===== src/rtl/fetch_pkg.sv =====
package fetch_pkg;
  typedef enum logic [2:0] {
    ST_IDLE,
    ST_HOLD,
    ST_DRV_LO,
    ST_DRV_HI,
    ST_SETUP,
    ST_LOW,
    ST_HIGH,
    ST_REL
  } fetch_state_e;
endpackage


===== src/rtl/fetch_seq.sv =====
module fetch_seq
  import fetch_pkg::*;
#(
  parameter int HOLD_CYC        = 2,
  parameter int SETUP_CYC       = 2,
  parameter int STROBE_LO_CYC   = 75,
  parameter int STROBE_HI_CYC   = 50,
  parameter int BYTES_PER_BURST = 32
) (
  input  logic clk_i,
  input  logic rst_ni,
  input  logic sol_i,
  output logic accept_o,
  output logic cap_o,
  output logic hold_o,
  output logic busy_o,
  output logic lo_oe_o,
  output logic hi_oe_o,
  output logic rd_n_o
);
  localparam int M1   = (HOLD_CYC > SETUP_CYC) ? HOLD_CYC : SETUP_CYC;
  localparam int M2   = (STROBE_LO_CYC > STROBE_HI_CYC) ? STROBE_LO_CYC : STROBE_HI_CYC;
  localparam int MAXC = (M1 > M2) ? M1 : M2;
  localparam int CW   = $clog2(MAXC + 1);
  localparam int BW   = $clog2(BYTES_PER_BURST + 1);

  fetch_state_e state_q, state_d;
  logic [CW-1:0] cnt_q, cnt_d;
  logic [BW-1:0] nbyte_q, nbyte_d;

  always_comb begin
    state_d  = state_q;
    cnt_d    = cnt_q;
    nbyte_d  = nbyte_q;
    accept_o = 1'b0;
    cap_o    = 1'b0;
    unique case (state_q)
      ST_IDLE: begin
        nbyte_d = '0;
        cnt_d   = '0;
        if (sol_i) begin
          accept_o = 1'b1;
          state_d  = ST_HOLD;
        end
      end
      ST_HOLD: begin
        if (cnt_q == CW'(HOLD_CYC - 1)) begin
          cnt_d   = '0;
          state_d = ST_DRV_LO;
        end else cnt_d = cnt_q + 1'b1;
      end
      ST_DRV_LO: state_d = ST_DRV_HI;
      ST_DRV_HI: begin
        cnt_d   = '0;
        state_d = ST_SETUP;
      end
      ST_SETUP: begin
        if (cnt_q == CW'(SETUP_CYC - 1)) begin
          cnt_d   = '0;
          state_d = ST_LOW;
        end else cnt_d = cnt_q + 1'b1;
      end
      ST_LOW: begin
        if (cnt_q == CW'(STROBE_LO_CYC - 1)) begin
          cap_o   = 1'b1;
          cnt_d   = '0;
          nbyte_d = nbyte_q + 1'b1;
          state_d = ST_HIGH;
        end else cnt_d = cnt_q + 1'b1;
      end
      ST_HIGH: begin
        if (cnt_q == CW'(STROBE_HI_CYC - 1)) begin
          cnt_d   = '0;
          state_d = (nbyte_q == BW'(BYTES_PER_BURST)) ? ST_REL : ST_LOW;
        end else cnt_d = cnt_q + 1'b1;
      end
      ST_REL:  state_d = ST_IDLE;
      default: state_d = ST_IDLE;
    endcase
  end

  always_ff @(posedge clk_i or negedge rst_ni) begin
    if (!rst_ni) begin
      state_q <= ST_IDLE;
      cnt_q   <= '0;
      nbyte_q <= '0;
    end else begin
      state_q <= state_d;
      cnt_q   <= cnt_d;
      nbyte_q <= nbyte_d;
    end
  end

  assign hold_o  = (state_q != ST_IDLE);
  assign busy_o  = (state_q != ST_IDLE);
  assign lo_oe_o = (state_q inside {ST_DRV_LO, ST_DRV_HI, ST_SETUP, ST_LOW, ST_HIGH});
  assign hi_oe_o = (state_q inside {ST_DRV_HI, ST_SETUP, ST_LOW, ST_HIGH});
  assign rd_n_o  = (state_q != ST_LOW);

  // upper nibble driver never on without the low byte driver
  p_hi_after_lo_r3: assert property (@(posedge clk_i) disable iff (!rst_ni)
    hi_oe_o |-> lo_oe_o);
  p_lo_first_r3: assert property (@(posedge clk_i) disable iff (!rst_ni)
    $rose(lo_oe_o) |-> !hi_oe_o);
  p_strobe_in_hold_r9: assert property (@(posedge clk_i) disable iff (!rst_ni)
    !rd_n_o |-> (hold_o && hi_oe_o));
  p_release_order_r8: assert property (@(posedge clk_i) disable iff (!rst_ni)
    $fell(hold_o) |-> (!$past(lo_oe_o) && !$past(hi_oe_o)));
endmodule


===== src/rtl/fetch_addr.sv =====
module fetch_addr #(
  parameter int PAGE_W = 4,
  parameter int OFF_W  = 8
) (
  input  logic              clk_i,
  input  logic              rst_ni,
  input  logic              accept_i,
  input  logic              cap_i,
  input  logic [PAGE_W-1:0] page0_i,
  input  logic [PAGE_W-1:0] page1_i,
  output logic [PAGE_W+OFF_W-1:0] addr_o
);
  logic              half_q;
  logic [OFF_W-1:0]  off_q;
  logic [PAGE_W-1:0] hi_q;

  always_ff @(posedge clk_i or negedge rst_ni) begin
    if (!rst_ni) begin
      half_q <= 1'b0;
      off_q  <= '0;
      hi_q   <= '0;
    end else begin
      // page latched only when a half begins
      if (accept_i && (off_q == '0)) hi_q <= half_q ? page1_i : page0_i;
      if (cap_i) begin
        off_q <= off_q + 1'b1;
        if (&off_q) half_q <= ~half_q;
      end
    end
  end

  assign addr_o = {hi_q, off_q};
endmodule


===== src/rtl/pix_shift.sv =====
module pix_shift #(
  parameter int DATA_W  = 8,
  parameter int PIX_DIV = 15
) (
  input  logic              clk_i,
  input  logic              rst_ni,
  input  logic              load_i,
  input  logic [DATA_W-1:0] data_i,
  output logic              pix_o
);
  localparam int PDW = $clog2(PIX_DIV + 1);

  logic [DATA_W-1:0] sh_q;
  logic [PDW-1:0]    div_q;

  always_ff @(posedge clk_i or negedge rst_ni) begin
    if (!rst_ni) begin
      sh_q  <= '0;
      div_q <= '0;
    end else if (load_i) begin
      sh_q  <= data_i;
      div_q <= '0;
    end else if (div_q == PDW'(PIX_DIV - 1)) begin
      sh_q  <= {sh_q[DATA_W-2:0], 1'b0};
      div_q <= '0;
    end else begin
      div_q <= div_q + 1'b1;
    end
  end

  assign pix_o = sh_q[DATA_W-1];
endmodule


===== src/rtl/vid_fetch.sv =====
module vid_fetch #(
  parameter int PAGE_W          = 4,
  parameter int OFF_W           = 8,
  parameter int DATA_W          = 8,
  parameter int HOLD_CYC        = 2,
  parameter int SETUP_CYC       = 2,
  parameter int STROBE_LO_CYC   = 75,
  parameter int STROBE_HI_CYC   = 50,
  parameter int BYTES_PER_BURST = 32,
  parameter int PIX_DIV         = 15,
  localparam int AW = PAGE_W + OFF_W
) (
  input  logic              clk_i,
  input  logic              rst_ni,
  input  logic              sol_i,
  input  logic [PAGE_W-1:0] page0_i,
  input  logic [PAGE_W-1:0] page1_i,
  input  logic [DATA_W-1:0] data_i,
  output logic              hold_o,
  output logic              busy_o,
  output logic [AW-1:0]     addr_o,
  output logic              addr_lo_oe_o,
  output logic              addr_hi_oe_o,
  output logic              rd_n_o,
  output logic              pix_o
);
  logic accept, cap;

  fetch_seq #(
    .HOLD_CYC       (HOLD_CYC),
    .SETUP_CYC      (SETUP_CYC),
    .STROBE_LO_CYC  (STROBE_LO_CYC),
    .STROBE_HI_CYC  (STROBE_HI_CYC),
    .BYTES_PER_BURST(BYTES_PER_BURST)
  ) i_seq (
    .clk_i   (clk_i),
    .rst_ni  (rst_ni),
    .sol_i   (sol_i),
    .accept_o(accept),
    .cap_o   (cap),
    .hold_o  (hold_o),
    .busy_o  (busy_o),
    .lo_oe_o (addr_lo_oe_o),
    .hi_oe_o (addr_hi_oe_o),
    .rd_n_o  (rd_n_o)
  );

  fetch_addr #(.PAGE_W(PAGE_W), .OFF_W(OFF_W)) i_addr (
    .clk_i   (clk_i),
    .rst_ni  (rst_ni),
    .accept_i(accept),
    .cap_i   (cap),
    .page0_i (page0_i),
    .page1_i (page1_i),
    .addr_o  (addr_o)
  );

  pix_shift #(.DATA_W(DATA_W), .PIX_DIV(PIX_DIV)) i_pix (
    .clk_i (clk_i),
    .rst_ni(rst_ni),
    .load_i(cap),
    .data_i(data_i),
    .pix_o (pix_o)
  );

  p_addr_still_r3: assert property (@(posedge clk_i) disable iff (!rst_ni)
    (!rd_n_o && $past(!rd_n_o)) |-> $stable(addr_o));
  p_page_held_r6: assert property (@(posedge clk_i) disable iff (!rst_ni)
    (addr_hi_oe_o && $past(addr_hi_oe_o)) |-> $stable(addr_o[AW-1:OFF_W]));
  p_offset_step_r5: assert property (@(posedge clk_i) disable iff (!rst_ni)
    $rose(rd_n_o) |-> (addr_o[OFF_W-1:0] == $past(addr_o[OFF_W-1:0]) + 1'b1));
  p_msb_first_r7: assert property (@(posedge clk_i) disable iff (!rst_ni)
    $rose(rd_n_o) |-> (pix_o == $past(data_i[DATA_W-1])));
  p_quiet_bus_r9: assert property (@(posedge clk_i) disable iff (!rst_ni)
    !hold_o |-> (rd_n_o && !addr_lo_oe_o && !addr_hi_oe_o));
endmodule


===== config.mk =====
export PLATFORM = sky130hd
export DESIGN_NAME = vid_fetch
export DESIGN_NICKNAME = d
export VERILOG_FILES = /design/src/rtl/fetch_pkg.sv /design/src/rtl/fetch_seq.sv /design/src/rtl/fetch_addr.sv /design/src/rtl/pix_shift.sv /design/src/rtl/vid_fetch.sv
export SDC_FILE = /design/constraint.sdc
export NUM_CORES = 1
export LEC_CHECK = 0
export CORE_ASPECT_RATIO = 0.75
export CORE_UTILIZATION = 50
export CTS_CLUSTER_DIAMETER = 150
export DETAILED_ROUTE_END_ITERATION = 7
export PLACE_DENSITY = 0.79
export SYNTH_ARGS = -nofsm -noshare
export SYNTH_HDL_FRONTEND = slang
export SYNTH_SLANG_ARGS = --single-unit

===== constraint.sdc =====
create_clock -name clk_i -period 2.14 [get_ports clk_i]
set_input_delay 0.428 -clock clk_i [delete_from_list [all_inputs] [get_ports clk_i]]
set_output_delay 0.428 -clock clk_i [all_outputs]
set_load 0.01 [all_outputs]

# After elaboration in Yosys (flattened, before gate mapping)
# Index checks and enable logic that the tools add are counted.
dict set report totals {
  wordCells 67
  regBits 41
}
dict set report op_classes {
  bitwise_logic 1
  n_mux 22
  n_eq_ne 18
  add_sub_neg 4
  n_reduce_logical 14
}
# operator n
set op_table {}
lappend op_table {{$pmux 7 s4} 1}
lappend op_table {{$pmux 3 s8} 1}
lappend op_table {{$mux 7} 3}
lappend op_table {{$mux 8} 2}
lappend op_table {{$mux 3} 5}
lappend op_table {{$eq 3x3->1 const B} 4}
lappend op_table {{$mux 4} 3}
lappend op_table {{$pmux 6 s2} 1}
lappend op_table {{$reduce_and 9->1} 1}
lappend op_table {{$add 8x1->8 const B} 1}
lappend op_table {{$logic_not 8->1} 1}
lappend op_table {{$ne 2x1->1 const B} 4}
lappend op_table {{$reduce_bool 4->1} 2}
lappend op_table {{$add 7x1->7 const B} 1}
lappend op_table {{$eq 7x1->1 const B} 1}
lappend op_table {{$eq 7x6->1 const B} 1}
lappend op_table {{$eq 7x7->1 const B} 1}
lappend op_table {{$add 6x1->6 const B} 1}
lappend op_table {{$eq 3x2->1 const B} 2}
lappend op_table {{$eq 6x6->1 const B} 1}
lappend op_table {{$mux 6} 1}
lappend op_table {{$reduce_and 5->1} 1}
lappend op_table {{$reduce_bool 5->1} 1}
lappend op_table {{$add 4x1->4 const B} 1}
lappend op_table {{other kinds (13)} 18}

# Logic depth before layout (Yosys ltp)
dict set report logic_depth {
  word_depth 4
  depth_mapped 9
  ltp_nobuf 7
}

# Modules after synthesis
# Synthesis repeated with hierarchy kept, for this count alone.
dict set report unflattened {
  cells_unflattened 222
  hier_area_um2 2321.0
}
# mod area_per_inst_um2 cells_each seq_area_each_um2 instances
set modules_own_cells {}
lappend modules_own_cells {fetch_seq 1157.4 128 400.4 1}
lappend modules_own_cells {fetch_addr 603.1 46 325.3 1}
lappend modules_own_cells {pix_shift 560.5 48 300.3 1}

# Worst setup path before layout
# Ideal clock, no wire load.
dict set report synth_path {
  path_kind {register -> register}
  start {reg i_seq.cnt_q[0]}
  end {reg i_seq.cnt_q[3]}
  stages_incl_launch_ff 9
  t_arrival_ns 1.800
  setup_ns 0.126
  path_buffers 1
  period_less_slack_ns 1.926
  path_slack_ns 0.214
  path_cell_list {dfrtp_1 inv_1 ha_1 nand4b_4 or4_1 and4_4 buf_6 nor3_2 o21ai_1}
}
dict set report synth_via {
  elab_chain_len 3
  word_cells_on_any_way 8
  cone_classes {add/sub (1); eq/ne (3); mux (4)}
}
# item line
set synth_lines {}
lappend synth_lines {{start, declared} fetch_seq.sv:28} ;# logic [CW-1:0] cnt_q, cnt_d;
lappend synth_lines {{start signal, assigned} fetch_seq.sv:89} ;# cnt_q <= cnt_d;
lappend synth_lines {{$add 7x1->7 (tied with other cells)} --}
lappend synth_lines {{$mux 7, on equally long branches} --}
lappend synth_lines {{$pmux 7 s4 (*)} fetch_seq.sv:37} ;# unique case (state_q)
# Mark *: on every way between the ends. The rest lies on a longest branch, timed or not.
# A chain may end at the register's enable or synchronous reset.

# Final worst setup path
dict set report layout_path {
  start {reg i_seq.state_q[0]}
  end {out hold_o}
}
dict set report layout_via {
  elab_chain_len 1
}
# item line
set layout_lines {}
lappend layout_lines {{start, declared} fetch_seq.sv:27} ;# fetch_state_e state_q, state_d;
lappend layout_lines {{start signal, assigned} fetch_seq.sv:88} ;# state_q <= state_d;
lappend layout_lines {{$reduce_bool 3->1} fetch_seq.sv:94} ;# assign hold_o = (state_q != ST_IDLE);
lappend layout_lines {{end, declared} vid_fetch.sv:19} ;# output logic hold_o,
# No other way between the ends.

==> metrics <==
outcome finished clean; DRC viols 0; via count of the first global-routing pass between 1.5k and 2k; max frequency ~490 MHz; Layout Skew 0.0120 ns; Final min period approximately 2.1 ns; number of vias per cell between 5 and 6; pwr dens around 1000 nW/um^2; syn avg cell area 9.72 sq um; ANT nets after route 0; Clock Sinks 41; total of buffers placed on input and output ports 36; endpoint arrival time on the critical path between 1.5 and 2 ns; post-synthesis instance total around 220; CP endpoint kind output pin; Final Cycle Share between 90% and 100%; die area 4630 sq um; max-cap violations 0; post-layout net count 293; switch share between 30% and 40%; area of all placed cells without fillers 2750 sq um; top cell type's share of synthesized area 47.1%; Hold Path Class input port to asynchronous set/reset pin; TritonCTS Buffers 5; Setup Buffers After CTS 0; clock network fraction of design power 26.9%; Total Wirelength roughly 4.4 mm; maximum number of pins on one net before global-route repair between 40 and 50; cell row count 20; leading post-synthesis cells by cell area sky130_fd_sc_hd__dfrtp_1 (47%), sky130_fd_sc_hd__nand2_1 (6.0%), sky130_fd_sc_hd__ha_1 (5.2%); worst slew pin tran between 0.5 and 0.6 ns; number of gates given a new drive strength after cts 2; leading cell type in the layout, fill and taps excluded sky130_fd_sc_hd__dfrtp_1; Mapped Area between 2000 and 2500 sq um; Slew Viols, Final 0; flop and latch count out of synthesis just over 40; met2 WL roughly 2.0 mm; DR iter-0 viols 86; sum of net half-perimeters after detailed placement approximately 3.2 mm; CTS tree yes; Leakage 1.24 nW; fraction of final layout cells with drive strength greater than 1 about 12%; overall global routing resource usage 21.2%; Floorplan Core Area 4100 sq um; sum of negative setup slack 0 ns; antenna violations before repair 0; number of fill cells in the layout around 320; count of unique library cells instantiated by Yosys 36; placed cell count 313; total of endpoints with negative setup slack in the final report 0; unrepaired setup endpoints after global routing false; number of hold violations in the final report 0; top routing layer in use met4; post-route met1 wirelength 2.11 mm; starting density of the core 53.1%; remaining global-route overflow 0; Placer Congestion approximately 0.81; highest fanout seen on the critical path 8; Die X about 80 um; sequential group share of total power 36.7%; detail-routed net length per standard cell between 10 and 15 um; fraction of the yosys area taken by sequential cells around 47%; most frequent cells in the layout sky130_fd_sc_hd__dfrtp_1 (39), sky130_fd_sc_hd__clkdlybuf4s50_1 (35), sky130_fd_sc_hd__nand2_1 (34), sky130_fd_sc_hd__o21ai_0 (22), sky130_fd_sc_hd__nor2_1 (17); Die Height approximately 59 um; Clock Tree Root sky130_fd_sc_hd__clkbuf_8; first-pass GRT wire length 7.42 mm; clock-pin slew reported for the worst setup and hold paths after clock tree synthesis around 0.09 ns; leading area contributor after synthesis sky130_fd_sc_hd__dfrtp_1; portion of total power attributed to combinational logic 36.4%; Cell Count, Final, Fillers Out 321; insertion delay to the later sink of the worst-skew pair approximately 0.3 ns; maximum clock path buffer count 2; antenna diode count 0; iteration count of the initial detailed-routing pass 4; CTS H-tree lvls 2; synth warn 0; io pins 37; worst slew margin relative to its limit about 61%; type of origin of the critical path flop; required time of the worst setup path between 1.5 and 2 ns; layout overhead on the synthesized area 26.4%; Net Sw Power between 0.9 and 1 mW; VDD IR-drop max between 0.6 and 0.7 mV; post-detailed-placement cell area between 2000 and 3000 sq um; via count ~1.7k; post-cts hold buffer count 0; synthesized netlist net count 252; Int Power around 1.8 mW; met3 wire length 222 um; type of the setup path with the least slack flop to output pin
-- Yosys cell counts, drive strengths merged --
| cell type | n |
|---|---|
| xnor2 | 10 |
| mux2i | 11 |
| o211ai | 4 |
| ha | 9 |
| buf | 6 |
| inv | 13 |
| or2 | 2 |
| nor3 | 4 |
| xor2 | 6 |
| and3 | 4 |
| nand4b | 1 |
| and4 | 1 |
| o21ai | 24 |
| nand3 | 6 |
| a21oi | 4 |
| nand2b | 1 |
| nor4b | 4 |
| nor4 | 1 |
| o22ai | 2 |
| mux2 | 1 |
| nor2b | 2 |
| nand2 | 35 |
| dfrtp | 41 |
| nor2 | 19 |
| or4 | 1 |
| a31oi | 1 |
| nand4 | 7 |
| a32o | 1 |
| clkbuf | 3 |
-- sequential cells by signal (all words and copies together), names as in the netlist --
name / flops
i_addr.half_q: 1
i_addr.off_q: 8
i_seq.cnt_q: 7
i_addr.hi_q: 4
i_seq.state_q: 3
i_pix.sh_q: 8
i_seq.nbyte_q: 6
i_pix.div_q: 4
-- critical path, cell delays in order (launching register included) --
cell                              delay, ns
sky130_fd_sc_hd__dfrtp_2               0.49
sky130_fd_sc_hd__nor3_2                0.26
sky130_fd_sc_hd__inv_1                 0.11
sky130_fd_sc_hd__clkdlybuf4s50_1       0.49
-- routing by layer --
layer  global-route usage, %  up-vias
li1                        -      843
met1                    28.7      817
met2                    32.7       47
met3                    5.08       10
met4                    10.1        0
met5                       0        -
-- path summary, 6_finish.rpt --
kind	slack, ns	cells after the start	from	end
worst max-delay path	0.08	3	i_seq.state_q[0]	hold_o
worst min-delay path	0.18	2	rst_ni	i_seq.nbyte_q[1]
worst max register to register	0.14	7	i_seq.cnt_q[0]	i_seq.cnt_q[3]
worst min register to register	0.49	2	i_addr.hi_q[3]	i_addr.hi_q[3]
max in group asynchronous	1.58	2	rst_ni	i_seq.state_q[0]
min in group clk_i	0.49	2	i_addr.hi_q[3]	i_addr.hi_q[3]
-- per-stage QoR --
step / setup slack, ns / utilization [%] / hold slack [ns] / power, mW
floorplan: 0.214 / - / 0.132 / 1.65
global placement: 0.240 / 63.4 / 0.462 / 1.97
detailed placement: 0.176 / 63.4 / 0.473 / 1.99
CTS: 0.00947 / 66.9 / 0.201 / 2.74
global route: 0.00974 / 67.1 / 0.235 / 2.89
finish: 0.0798 / 67.1 / 0.177 / 2.75
-- kinds of logic after synthesis --
group                    after synthesis  synth area share, %
flip-flops                            41                 47.1
multiplexers                          12                 5.57
AND/OR/NAND/NOR                       88                 22.0
XOR/XNOR                              16                 6.43
buffers and inverters                 22                 4.59
adder cells (fa/ha/maj)                9                 5.17
AO/OA/AOI/OAI                         36                 9.13
-- layout make-up --
| type | instances | area [sq um] | area share [%] |
|---|---|---|---|
| tap | 55 | 68.8 | 2.50 |
| clock buffer | 5 | 68.8 | 2.50 |
| inverter | 13 | 48.8 | 1.77 |
| clock inverter | 3 | 65.1 | 2.36 |
| sequential | 41 | 1030 | 37.3 |
| multi-input combinational | 161 | 1070 | 38.7 |
| timing repair buffer | 43 | 408 | 14.8 |
-- power groups by stage --
stage | clock network (mW) | logic (mW) | registers [mW]
2_1_floorplan | 0 | 0.683 | 0.969
3_3_place_gp | 0 | 0.968 | 1.00
3_5_place_dp | 0 | 0.985 | 1.01
4_1_cts | 0.748 | 0.992 | 1.00
5_1_grt | 0.772 | 1.09 | 1.02
6_report | 0.740 | 1.00 | 1.01
Power figures use the tool's default switching activity.
